==> config.mk <==
export PLATFORM = sky130hd
export DESIGN_NAME = frame_pkt_rx
export DESIGN_NICKNAME = d
export VERILOG_FILES = /design/src/rtl/frx_pkg.sv /design/src/rtl/frx_preamble.sv /design/src/rtl/frx_framer.sv /design/src/rtl/frx_packet.sv /design/src/rtl/frame_pkt_rx.sv
export SDC_FILE = /design/constraint.sdc
export NUM_CORES = 1
export LEC_CHECK = 0
export ABC_AREA = 1
export BUFFER_PORTS_ARGS = -buffer_cell sky130_fd_sc_hd__buf_2
export CORE_UTILIZATION = 54
export DETAILED_ROUTE_END_ITERATION = 8
export GPL_ROUTABILITY_DRIVEN = 0
export PLACE_DENSITY = 0.75
export SLEW_MARGIN = 20
export SYNTH_ARGS = -nofsm -noshare
export SYNTH_HDL_FRONTEND = slang
export SYNTH_SLANG_ARGS = --single-unit
==> constraint.sdc <==
create_clock -name clk -period 2.5 [get_ports clk]
set_input_delay 0.125 -clock clk [delete_from_list [all_inputs] [get_ports clk]]
set_output_delay 0.125 -clock clk [all_outputs]
set_load 0.01 [all_outputs]
==> src/rtl/frx_pkg.sv <==
package frx_pkg;
  parameter int BYTE_W     = 8;
  parameter int FRAME_BITS = BYTE_W + 3;
  parameter int MAX_TOTAL  = 29;
  parameter int PRE_W      = 5;

  localparam int CNT_W  = $clog2(MAX_TOTAL + 1);
  localparam int FCNT_W = $clog2(FRAME_BITS);
  localparam logic [PRE_W-1:0] PRE_PATTERN = {{(PRE_W-1){1'b1}}, 1'b0};

  typedef enum logic {ST_HUNT, ST_FRAME} rx_state_e;
  typedef logic [BYTE_W-1:0] byte_t;
  typedef logic [CNT_W-1:0]  cnt_t;

  // Whole packet length (header + message + checksum) from a header value.
  function automatic cnt_t total_bytes(input byte_t h);
    byte_t off;
    cnt_t  msg;
    off = '0;
    if (h < byte_t'(8'h20)) begin
      msg = cnt_t'(1);
    end else if (h < byte_t'(8'h80)) begin
      off = h - byte_t'(8'h20);
      msg = cnt_t'(2) + cnt_t'(off >> 4);
    end else if (h < byte_t'(8'hE0)) begin
      off = h - byte_t'(8'h80);
      msg = cnt_t'(8) + cnt_t'(off >> 3);
    end else begin
      off = h - byte_t'(8'hE0);
      msg = cnt_t'(20) + cnt_t'(off >> 2);
    end
    return msg + cnt_t'(2);
  endfunction
endpackage

==> src/rtl/frx_preamble.sv <==
module frx_preamble
  import frx_pkg::*;
(
  input  logic clk,
  input  logic rst_n,
  input  logic shift_en,
  input  logic bit_in,
  input  logic clr,
  output logic hit
);
  logic [PRE_W-1:0] hist_q;
  logic [PRE_W-1:0] hist_d;

  // oldest bit sits in the MSB
  assign hist_d = {hist_q[PRE_W-2:0], bit_in};
  assign hit    = shift_en && (hist_d == PRE_PATTERN);

  always_ff @(posedge clk or negedge rst_n) begin
    if (!rst_n) begin
      hist_q <= '0;
    end else if (clr || hit) begin
      hist_q <= '0;
    end else if (shift_en) begin
      hist_q <= hist_d;
    end
  end
endmodule

==> src/rtl/frx_framer.sv <==
module frx_framer
  import frx_pkg::*;
(
  input  logic              clk,
  input  logic              rst_n,
  input  logic              restart,
  input  logic              seed,
  input  logic              take,
  input  logic              bit_in,
  output logic              done,
  output byte_t             data,
  output logic              start_err,
  output logic              par_err,
  output logic              stop_err,
  output logic [FCNT_W-1:0] cnt_o
);
  localparam int HELD = FRAME_BITS - 1;            // bits stored before the stop bit
  localparam logic [FCNT_W-1:0] STOP_IDX = FCNT_W'(HELD);

  logic [HELD-1:0]   sbuf_q;
  logic [FCNT_W-1:0] cnt_q;
  logic              par_bit;

  assign done    = take && (cnt_q == STOP_IDX);
  assign par_bit = sbuf_q[HELD-1];

  // data bits sit at positions 1..BYTE_W, least significant first
  for (genvar i = 0; i < BYTE_W; i++) begin : g_data
    assign data[i] = sbuf_q[i+1];
  end

  assign start_err = sbuf_q[0];
  assign par_err   = (par_bit != ~^data);
  assign stop_err  = !bit_in;
  assign cnt_o     = cnt_q;

  always_ff @(posedge clk or negedge rst_n) begin
    if (!rst_n) begin
      cnt_q  <= '0;
      sbuf_q <= '0;
    end else if (restart) begin
      cnt_q <= '0;
    end else if (seed) begin
      sbuf_q[0] <= 1'b0;
      cnt_q     <= FCNT_W'(1);
    end else if (take) begin
      if (done) begin
        cnt_q <= '0;
      end else begin
        sbuf_q[cnt_q] <= bit_in;
        cnt_q         <= cnt_q + FCNT_W'(1);
      end
    end
  end
endmodule

==> src/rtl/frx_packet.sv <==
module frx_packet
  import frx_pkg::*;
(
  input  logic  clk,
  input  logic  rst_n,
  input  logic  clr,
  input  logic  byte_en,
  input  byte_t byte_in,
  output logic  last,
  output byte_t hdr,
  output cnt_t  count,
  output logic  cksum_ok
);
  cnt_t  idx_q;
  cnt_t  total_q;
  byte_t hdr_q;
  byte_t xacc_q;
  cnt_t  total;
  logic  is_head;

  assign is_head  = (idx_q == '0);
  assign total    = is_head ? total_bytes(byte_in) : total_q;
  assign hdr      = is_head ? byte_in : hdr_q;
  assign count    = idx_q + cnt_t'(1);
  assign last     = byte_en && !is_head && (count == total);
  assign cksum_ok = last && (xacc_q == byte_in);

  always_ff @(posedge clk or negedge rst_n) begin
    if (!rst_n) begin
      idx_q   <= '0;
      total_q <= '0;
      hdr_q   <= '0;
      xacc_q  <= '0;
    end else if (clr) begin
      idx_q  <= '0;
      xacc_q <= '0;
    end else if (byte_en) begin
      if (last) begin
        idx_q  <= '0;
        xacc_q <= '0;
      end else begin
        idx_q  <= count;
        xacc_q <= xacc_q ^ byte_in;
        if (is_head) begin
          total_q <= total;
          hdr_q   <= byte_in;
        end
      end
    end
  end
endmodule

==> src/rtl/frame_pkt_rx.sv <==
module frame_pkt_rx
  import frx_pkg::*;
(
  input  logic              clk,
  input  logic              rst_n,
  input  logic              in_valid,
  output logic              in_ready,
  input  logic              in_bit,
  input  logic              abort,
  output logic              out_valid,
  input  logic              out_ready,
  output logic [BYTE_W-1:0] out_data,
  output logic              out_start_err,
  output logic              out_par_err,
  output logic              out_stop_err,
  output logic              out_last,
  output logic [BYTE_W-1:0] out_hdr,
  output logic [CNT_W-1:0]  out_count,
  output logic              out_cksum_ok
);
  rx_state_e         state_q;
  logic              accept;
  logic              hunting;
  logic              pre_hit;
  logic              f_done;
  byte_t             f_data;
  logic              f_serr;
  logic              f_perr;
  logic              f_terr;
  logic [FCNT_W-1:0] f_cnt;
  logic              p_last;
  byte_t             p_hdr;
  cnt_t              p_count;
  logic              p_ok;

  assign in_ready = !out_valid || out_ready;
  assign accept   = in_valid && in_ready && !abort;
  assign hunting  = (state_q == ST_HUNT);

  frx_preamble u_pre (
    .clk      (clk),
    .rst_n    (rst_n),
    .shift_en (accept && hunting),
    .bit_in   (in_bit),
    .clr      (abort),
    .hit      (pre_hit)
  );

  frx_framer u_frame (
    .clk       (clk),
    .rst_n     (rst_n),
    .restart   (abort),
    .seed      (pre_hit),
    .take      (accept && !hunting),
    .bit_in    (in_bit),
    .done      (f_done),
    .data      (f_data),
    .start_err (f_serr),
    .par_err   (f_perr),
    .stop_err  (f_terr),
    .cnt_o     (f_cnt)
  );

  frx_packet u_pkt (
    .clk      (clk),
    .rst_n    (rst_n),
    .clr      (abort),
    .byte_en  (f_done),
    .byte_in  (f_data),
    .last     (p_last),
    .hdr      (p_hdr),
    .count    (p_count),
    .cksum_ok (p_ok)
  );

  always_ff @(posedge clk or negedge rst_n) begin
    if (!rst_n) begin
      state_q <= ST_HUNT;
    end else if (abort) begin
      state_q <= ST_HUNT;
    end else if (pre_hit) begin
      state_q <= ST_FRAME;
    end
  end

  always_ff @(posedge clk or negedge rst_n) begin
    if (!rst_n) begin
      out_valid     <= 1'b0;
      out_data      <= '0;
      out_start_err <= 1'b0;
      out_par_err   <= 1'b0;
      out_stop_err  <= 1'b0;
      out_last      <= 1'b0;
      out_hdr       <= '0;
      out_count     <= '0;
      out_cksum_ok  <= 1'b0;
    end else if (f_done) begin
      out_valid     <= 1'b1;
      out_data      <= f_data;
      out_start_err <= f_serr;
      out_par_err   <= f_perr;
      out_stop_err  <= f_terr;
      out_last      <= p_last;
      out_hdr       <= p_hdr;
      out_count     <= p_count;
      out_cksum_ok  <= p_ok;
    end else if (out_ready) begin
      out_valid <= 1'b0;
    end
  end

  // frame bit counter is observed only by the bound checker
  logic unused_cnt;
  assign unused_cnt = ^f_cnt;
endmodule

## After elaboration in Yosys (flattened, before gate mapping)

Cells that the tools add are included.

| word-level totals | value |
|---|---|
| bits in registers | 72 |
| word-level logic and storage cells | 99 |

| operators by class | value |
|---|---|
| add/subtract/negate cells | 9 |
| $lt $le $gt $ge | 5 |
| equality and inequality tests | 6 |
| muxes and demuxes | 27 |
| bitwise operators | 6 |
| reduce and logical (&&, ||, !) cells | 28 |

Operators with widths:

| cell | number |
|---|---|
| 5-bit 2-to-1 mux | 7 |
| 8-bit 2-to-1 mux | 4 |
| 4-bit 2-to-1 mux | 6 |
| 8-bit less-than comparator (second input constant) | 2 |
| 10-bit bitwise mux | 1 |
| 1-bit logical AND | 10 |
| 2-bit nonzero test | 5 |
| 8-bit == test | 1 |
| 8-bit by 6-bit less-than comparator with 1-bit output (second input constant) | 1 |
| 1-bit 2-to-1 mux | 8 |
| 4-bit AND reduction | 2 |
| 8-bit XNOR reduction | 1 |
| 8-bit by 6-bit subtractor with 8-bit output (second input constant) | 1 |
| 8-bit subtractor (second input constant) | 1 |
| 8-bit bitwise XOR | 1 |
| 7-bit subtractor (second input constant) | 1 |
| 3-bit AND reduction | 2 |
| 2-bit by 4-bit adder with 5-bit output (first input constant) | 1 |
| 4-bit by 5-bit adder with 5-bit output (first input constant) | 1 |
| 5-bit by 1-bit adder with 5-bit output (second input constant) | 1 |
| 5-bit by 2-bit adder with 5-bit output (second input constant) | 1 |
| 5-bit adder (first input constant) | 1 |
| 5-bit == test | 1 |
| 5-bit == test (second input constant) | 1 |
| other kinds (12) | 20 |

## Longest topological paths before layout

| depth | value |
|---|---|
| word-level depth | 12 |
| depth in mapped cells | 20 |
| depth with buffers taken out | 19 |

## Hierarchy

From an unflattened synthesis, not the netlist that was laid out.

| second synthesis, totals | value |
|---|---|
| cell total of the unflattened synthesis | 566 |
| area total of the unflattened synthesis | 4,197.8 um^2 |

Modules (own cells, without submodules):

| module | times used | cells an instance | area each (um^2) |
|---|---|---|---|
| frx_packet | 1 | 275 | 1,894.3 |
| frame_pkt_rx | 1 | 123 | 1,119.8 |
| frx_framer | 1 | 142 | 979.7 |
| frx_preamble | 1 | 26 | 203.9 |

## Least setup slack after synthesis

Ideal clock, no wire load.

| timing path | value |
|---|---|
| kind | register to register |
| start point | reg u_frame.sbuf_q[6] |
| end point | reg u_pkt.hdr_q[0] |
| library setup time | 117 ps |
| arrival | 2,290 ps |
| data required time | 2,383 ps |
| setup slack | 93 ps |
| cell stages (with the launch flop) | 19 |
| path buffers | 2 |
| clock period less this slack | 2,407 ps |
| path through | dfrtp_1 -> buf_4 -> inv_1 -> ha_1 -> nand2_1 -> nand3_1 -> a21oi_1 -> ha_1 -> nand3_1 -> nand3_1 -> nand2_1 -> nand3_2 -> nor2_2 -> nand2_1 -> nor2_4 -> nand2_4 -> buf_6 -> nand4_1 -> nand2_1 |

| between the ends | value |
|---|---|
| cells in the longest elaborated chain, start to end | 11 |
| elaborated cells between the ends (all ways) | 18 |
| those cells by class | add/sub (7); order compare (3); eq/ne (1); mux (4); bitwise (1); reduce/logical (2) |

Ends and longest elaborated chain:

| what | RTL line | text |
|---|---|---|
| start, declared | frx_framer.sv:20 | `logic [HELD-1:0] sbuf_q;` |
| start signal, assigned by index | frx_framer.sv:50 | `sbuf_q[cnt_q] <= bit_in;` |
| 8-bit subtractor / 7-bit subtractor (equally long branches) | frx_pkg.sv:26, frx_pkg.sv:29 |  |
| 4-bit by 5-bit adder with 5-bit output / 5-bit adder (equally long branches) | frx_pkg.sv:27, frx_pkg.sv:30 |  |
| 5-bit 2-to-1 mux | frx_pkg.sv:25 | `end else if (h < byte_t'(8'hE0)) begin` |
| 5-bit 2-to-1 mux | frx_pkg.sv:22 | `end else if (h < byte_t'(8'h80)) begin` |
| 5-bit 2-to-1 mux (*) | frx_pkg.sv:20 | `if (h < byte_t'(8'h20)) begin` |
| 5-bit by 2-bit adder with 5-bit output (*) | frx_pkg.sv:32 | `return msg + cnt_t'(2);` |
| 5-bit 2-to-1 mux (*) | frx_packet.sv:22 | `assign total = is_head ? total_bytes(byte_in) : total_q;` |
| 5-bit == test (*) | frx_packet.sv:25 | `assign last = byte_en && !is_head && (count == total);` |
| 1-bit logical AND (*) | frx_packet.sv:25 |  |
| 1-bit inverter (no source line) (*) | - |  |
| 3-bit AND reduction (no source line) (*) | - |  |
| end signal, assigned | frx_packet.sv:46 | `hdr_q <= byte_in;` |
| end, declared | frx_packet.sv:16 | `byte_t hdr_q;` |

Every way passes the cells marked *; elsewhere a longest branch is shown, timed or not.
A chain may end at the register's enable or synchronous reset.

## Worst setup path in the final report

| timing path | value |
|---|---|
| start point | reg u_frame.sbuf_q[7] |
| end point | reg u_pkt.idx_q[4] |

| between the ends | value |
|---|---|
| cells in the longest elaborated chain, start to end | 12 |
| elaborated cells between the ends (all ways) | 19 |
| those cells by class | add/sub (7); order compare (3); eq/ne (1); mux (7); reduce/logical (1) |

Ends and longest elaborated chain:

| what | RTL line | text |
|---|---|---|
| 8-bit subtractor / 7-bit subtractor (equally long branches) | frx_pkg.sv:26, frx_pkg.sv:29 |  |
| 4-bit by 5-bit adder with 5-bit output / 5-bit adder (equally long branches) | frx_pkg.sv:27, frx_pkg.sv:30 |  |
| 5-bit 2-to-1 mux | frx_pkg.sv:25 |  |
| 5-bit 2-to-1 mux | frx_pkg.sv:22 |  |
| 5-bit 2-to-1 mux (*) | frx_pkg.sv:20 |  |
| 5-bit by 2-bit adder with 5-bit output (*) | frx_pkg.sv:32 |  |
| 5-bit 2-to-1 mux (*) | frx_packet.sv:22 |  |
| 5-bit == test (*) | frx_packet.sv:25 |  |
| 1-bit logical AND (*) | frx_packet.sv:25 |  |
| 5-bit 2-to-1 mux (*) | frx_packet.sv:38 | `if (last) begin` |
| 5-bit 2-to-1 mux (*) | frx_packet.sv:37 | `end else if (byte_en) begin` |
| 5-bit 2-to-1 mux (*) | frx_packet.sv:34 | `end else if (clr) begin` |
| end signal, assigned | frx_packet.sv:42 | `idx_q <= count;` |
| end, declared | frx_packet.sv:14 | `cnt_t idx_q;` |

Every way passes the cells marked *; elsewhere a longest branch is shown, timed or not. The select of a mux whose other input is x is not followed.

==> key figures <==
Critical path
  – CP arrival: 2.81 ns
  – Setup Crit Path Kind: flip-flop to flip-flop
  – Slowest cell on crit path: dfrtp_1
  – Critical path's largest stage delay: 0.41 ns
  – Setup crit start kind: flip-flop
  – CP cell instances: buf_6, ha_4, nand3_2, nand2_2, a21oi_2, nor2_2, ha_1, nand3_2, nand2_2, nand2_1, nand2_1, nand3_2, nor2_2, nand2_2, nor2_4, nand2_4, clkbuf_16, nand4_1, nand2_1
  – Largest delay share family, worst path: simple AND/OR/NAND/NOR gates
  – WP depth: 19
  – Crit path buffers/inverters: 2
  – Required time of the critical path: 2.74 ns
  – FF-to-FF Start: u_frame.sbuf_q[7]$_DFFE_PN0P_
  – Crit end category: flip-flop
  – Max FO, Critical Path: 7
  – Worst Setup SP: u_frame.sbuf_q[7]$_DFFE_PN0P_
  – R2r worst-path depth: 19

Timing
  – RSZ-0062 raised after global routing: true
  – Worst clock skew: 0.00803 ns
  – Final worst slack: -0.0704 ns
  – Final setup vio count: 17
  – Final period util: 1.03
  – Rel. slew slack: 0.291
  – Final hold violations: 0
  – Final max-slew violation count: 0
  – Fmax: 389 MHz
  – Hold WS: 0.0313 ns
  – Crit path time final: 2.57 ns
  – Setup TNS Final: -0.794 ns
  – Worst-margin pin slew: 1.06 ns

Status
  – Violated checks: setup timing
  – Status: finished with violations

Synthesis
  – Netlist cell types: 32
  – Gate Count Post-Synth: 481
  – Post-synth top area share: 0.467
  – Sequential area share after synthesis: 0.467
  – Largest cells by area after synthesis: dfrtp_1, nand2_1, o21ai_0
  – Predominant post-synthesis flop cell: dfrtp_1
  – #FFs+latches synth: 72
  – Cell area after synthesis: 3860 um^2
  – Post-synth ARST share: 1.00
  – Commonest cells in the netlist: nand2_1, dfrtp_1, inv_1
  – Yosys warnings: 0
  – Most frequent cell after synthesis: nand2_1
  – Post-Syn Nets: 499
  – Avg Inst Size Synth: 8.02 um^2
  – EDFF count, synth: 0
  – Synth area leader: dfrtp_1

Clock network
  – CTS Sinks: 72
  – Worst skew pair latency: 0.34 ns
  – Max Root-Sink Buffers: 2
  – Root Driver: clkbuf_8
  – Clock slew seen by the registers of the worst setup and hold paths: 0.08 ns
  – H-tree levels: 3
  – TritonCTS buffer count: 9
  – CTS tree: done

Worst hold path
  – Hold path cells: 2
  – Hold Crit Class: input port to flip-flop
  – Hold Path Origin: in_bit

Global routing
  – Vias in the first global route: 3,154
  – Gr ovfl total: 0
  – Initial antenna violation count: 0
  – Largest net degree at the start of global routing: 73
  – GR Util All Layers: 0.253
  – First-pass GRT wire length: 14,700 um

Power
  – Sw power: 0.525 mW
  – Peak VDD IR: 0.384 mV
  – Pwr Total: 2.41 mW
  – Leak: 2.45 nW
  – Sw Ratio: 0.218
  – Clock share of power: 0.479
  – Int Power: 1.89 mW
  – Flop pwr share: 0.486
  – Combinational Power Share: 0.035
  – PD cells: 520 nW/um^2

Placed design
  – Pre-CTS setup slack: -0.00514 ns
  – Hpwl dp: 6010 um
  – # port buffers: 33
  – # placed instances: 616
  – Cell Area, Placed: 4240 um^2

Cells and area
  – ANT cells: 0
  – Final std cells w/o fill: 638
  – Fillers: 548
  – Final design utilization: 0.679
  – Area growth from synthesis to layout: 20.2%
  – Design area: 4640 um^2
  – Nets: 555
  – Share of post-route cells with drive strength above 1: 0.220

Floorplanning
  – Core Area: 6830 um^2
  – Die X: 86.5 um
  – Starting Density: 0.565
  – Full die area: 7490 um^2
  – Ports: 34
  – Row cnt: 30
  – Die height: 86.5 um

Detailed routing
  – Drt wl/cell: 13.7 um
  – DR vias/cell: 5.31
  – DRT Pass-1 Iters: 5
  – Via count: 3,386
  – 1st-iter DRT viols: 167
  – Routed Antenna Nets: 0
  – Final wirelength: 8750 um
  – DRC Markers: 0

Flow run
  – Max-Cap Viols: 0
what timing repair did:
action / CTS / global route
gates cloned: 0 / 1
pin swaps: 0 / 11
hold buffers: 1 / 0
endpoints found under the hold margin: 72 / 0
setup endpoints to repair: 15 / 23
gates resized for setup: 1 / 19
buffers inserted: 1 / 3
routing by layer:
layer,vias to the layer above,share of wire,GRT usage
met5,-,0,0
met1,1618,0.47,0.355
li1,1659,-,-
met4,0,0.011,0.0864
met2,99,0.48,0.403
met3,10,0.043,0.0390
cells by family (layout without fill, tap and decap cells):
logic type | after synthesis | in the layout | share of synthesized area
AO/OA/AOI/OAI | 58 | 58 | 0.0791
XOR/XNOR | 17 | 17 | 0.0386
adder cells (fa/ha/maj) | 12 | 12 | 0.0389
buffers and inverters | 69 | 130 | 0.0768
AND/OR/NAND/NOR | 253 | 253 | 0.300
flip-flops | 72 | 72 | 0.467
power groups by stage:
stage                     registers, mW  clock network [mW]  logic (mW)
final                              1.17                1.16      0.0836
after global routing               1.17                1.22      0.0965
after CTS                          1.17                1.17      0.0843
after detailed placement           1.20                   0      0.0825
after global placement             1.20                   0      0.0810
after floorplan                    1.20                   0      0.0367
final timing paths:
path / endpoint / slack, ns
min in group asynchronous: out_data[7]$_DFFE_PN0P_ / 0.33
max in group asynchronous: u_pkt.total_q[0]$_DFFE_PN0P_ / 1.84
setup / recovery: u_pkt.idx_q[4]$_DFFE_PN0P_ / -0.07
hold reg to reg: out_count[0]$_DFFE_PN0P_ / 0.48
setup reg to reg: u_pkt.idx_q[4]$_DFFE_PN0P_ / -0.07
hold / removal: out_stop_err$_DFFE_PN0P_ / 0.03
registers in the layout (all words and copies together) (netlist names):
signal,flops
out_cksum_ok,1
out_count,5
out_data,8
out_hdr,8
out_last,1
out_par_err,1
out_start_err,1
out_stop_err,1
out_valid,1
state_q,1
u_frame.cnt_o,4
u_frame.sbuf_q,10
u_pkt.hdr_q,8
u_pkt.idx_q,5
u_pkt.total_q,5
u_pkt.xacc_q,8
u_pre.hist_q,4
layout by cell type, fill, tap and decap left out, drive strengths merged:
| master | n |
|---|---|
| bufinv | 3 |
| buf | 59 |
| dfrtp | 72 |
| clkinv | 2 |
| nor4 | 2 |
| nand2 | 168 |
| nor2 | 22 |
| nand3 | 36 |
| ha | 12 |
| o21ai | 46 |
| o211ai | 1 |
| xnor2 | 12 |
| or2 | 3 |
| a31oi | 1 |
| nand4 | 21 |
| clkbuf | 11 |
| a21oi | 7 |
| clkinvlp | 1 |
| o22ai | 3 |
| xor2 | 5 |
| inv | 53 |
| dlygate4sd3 | 1 |
| nand3b | 1 |
area by class of cell:
cell class	count	area, um^2	share of cell area
inverter	53	200	0.0432
clock buffer	10	138	0.0297
tap	96	120	0.0259
multi-input combinational	340	1830	0.394
sequential	72	1800	0.389
timing repair buffer	61	432	0.0931
clock inverter	6	115	0.0248
Note: power is estimated with default switching activity, not from simulation.
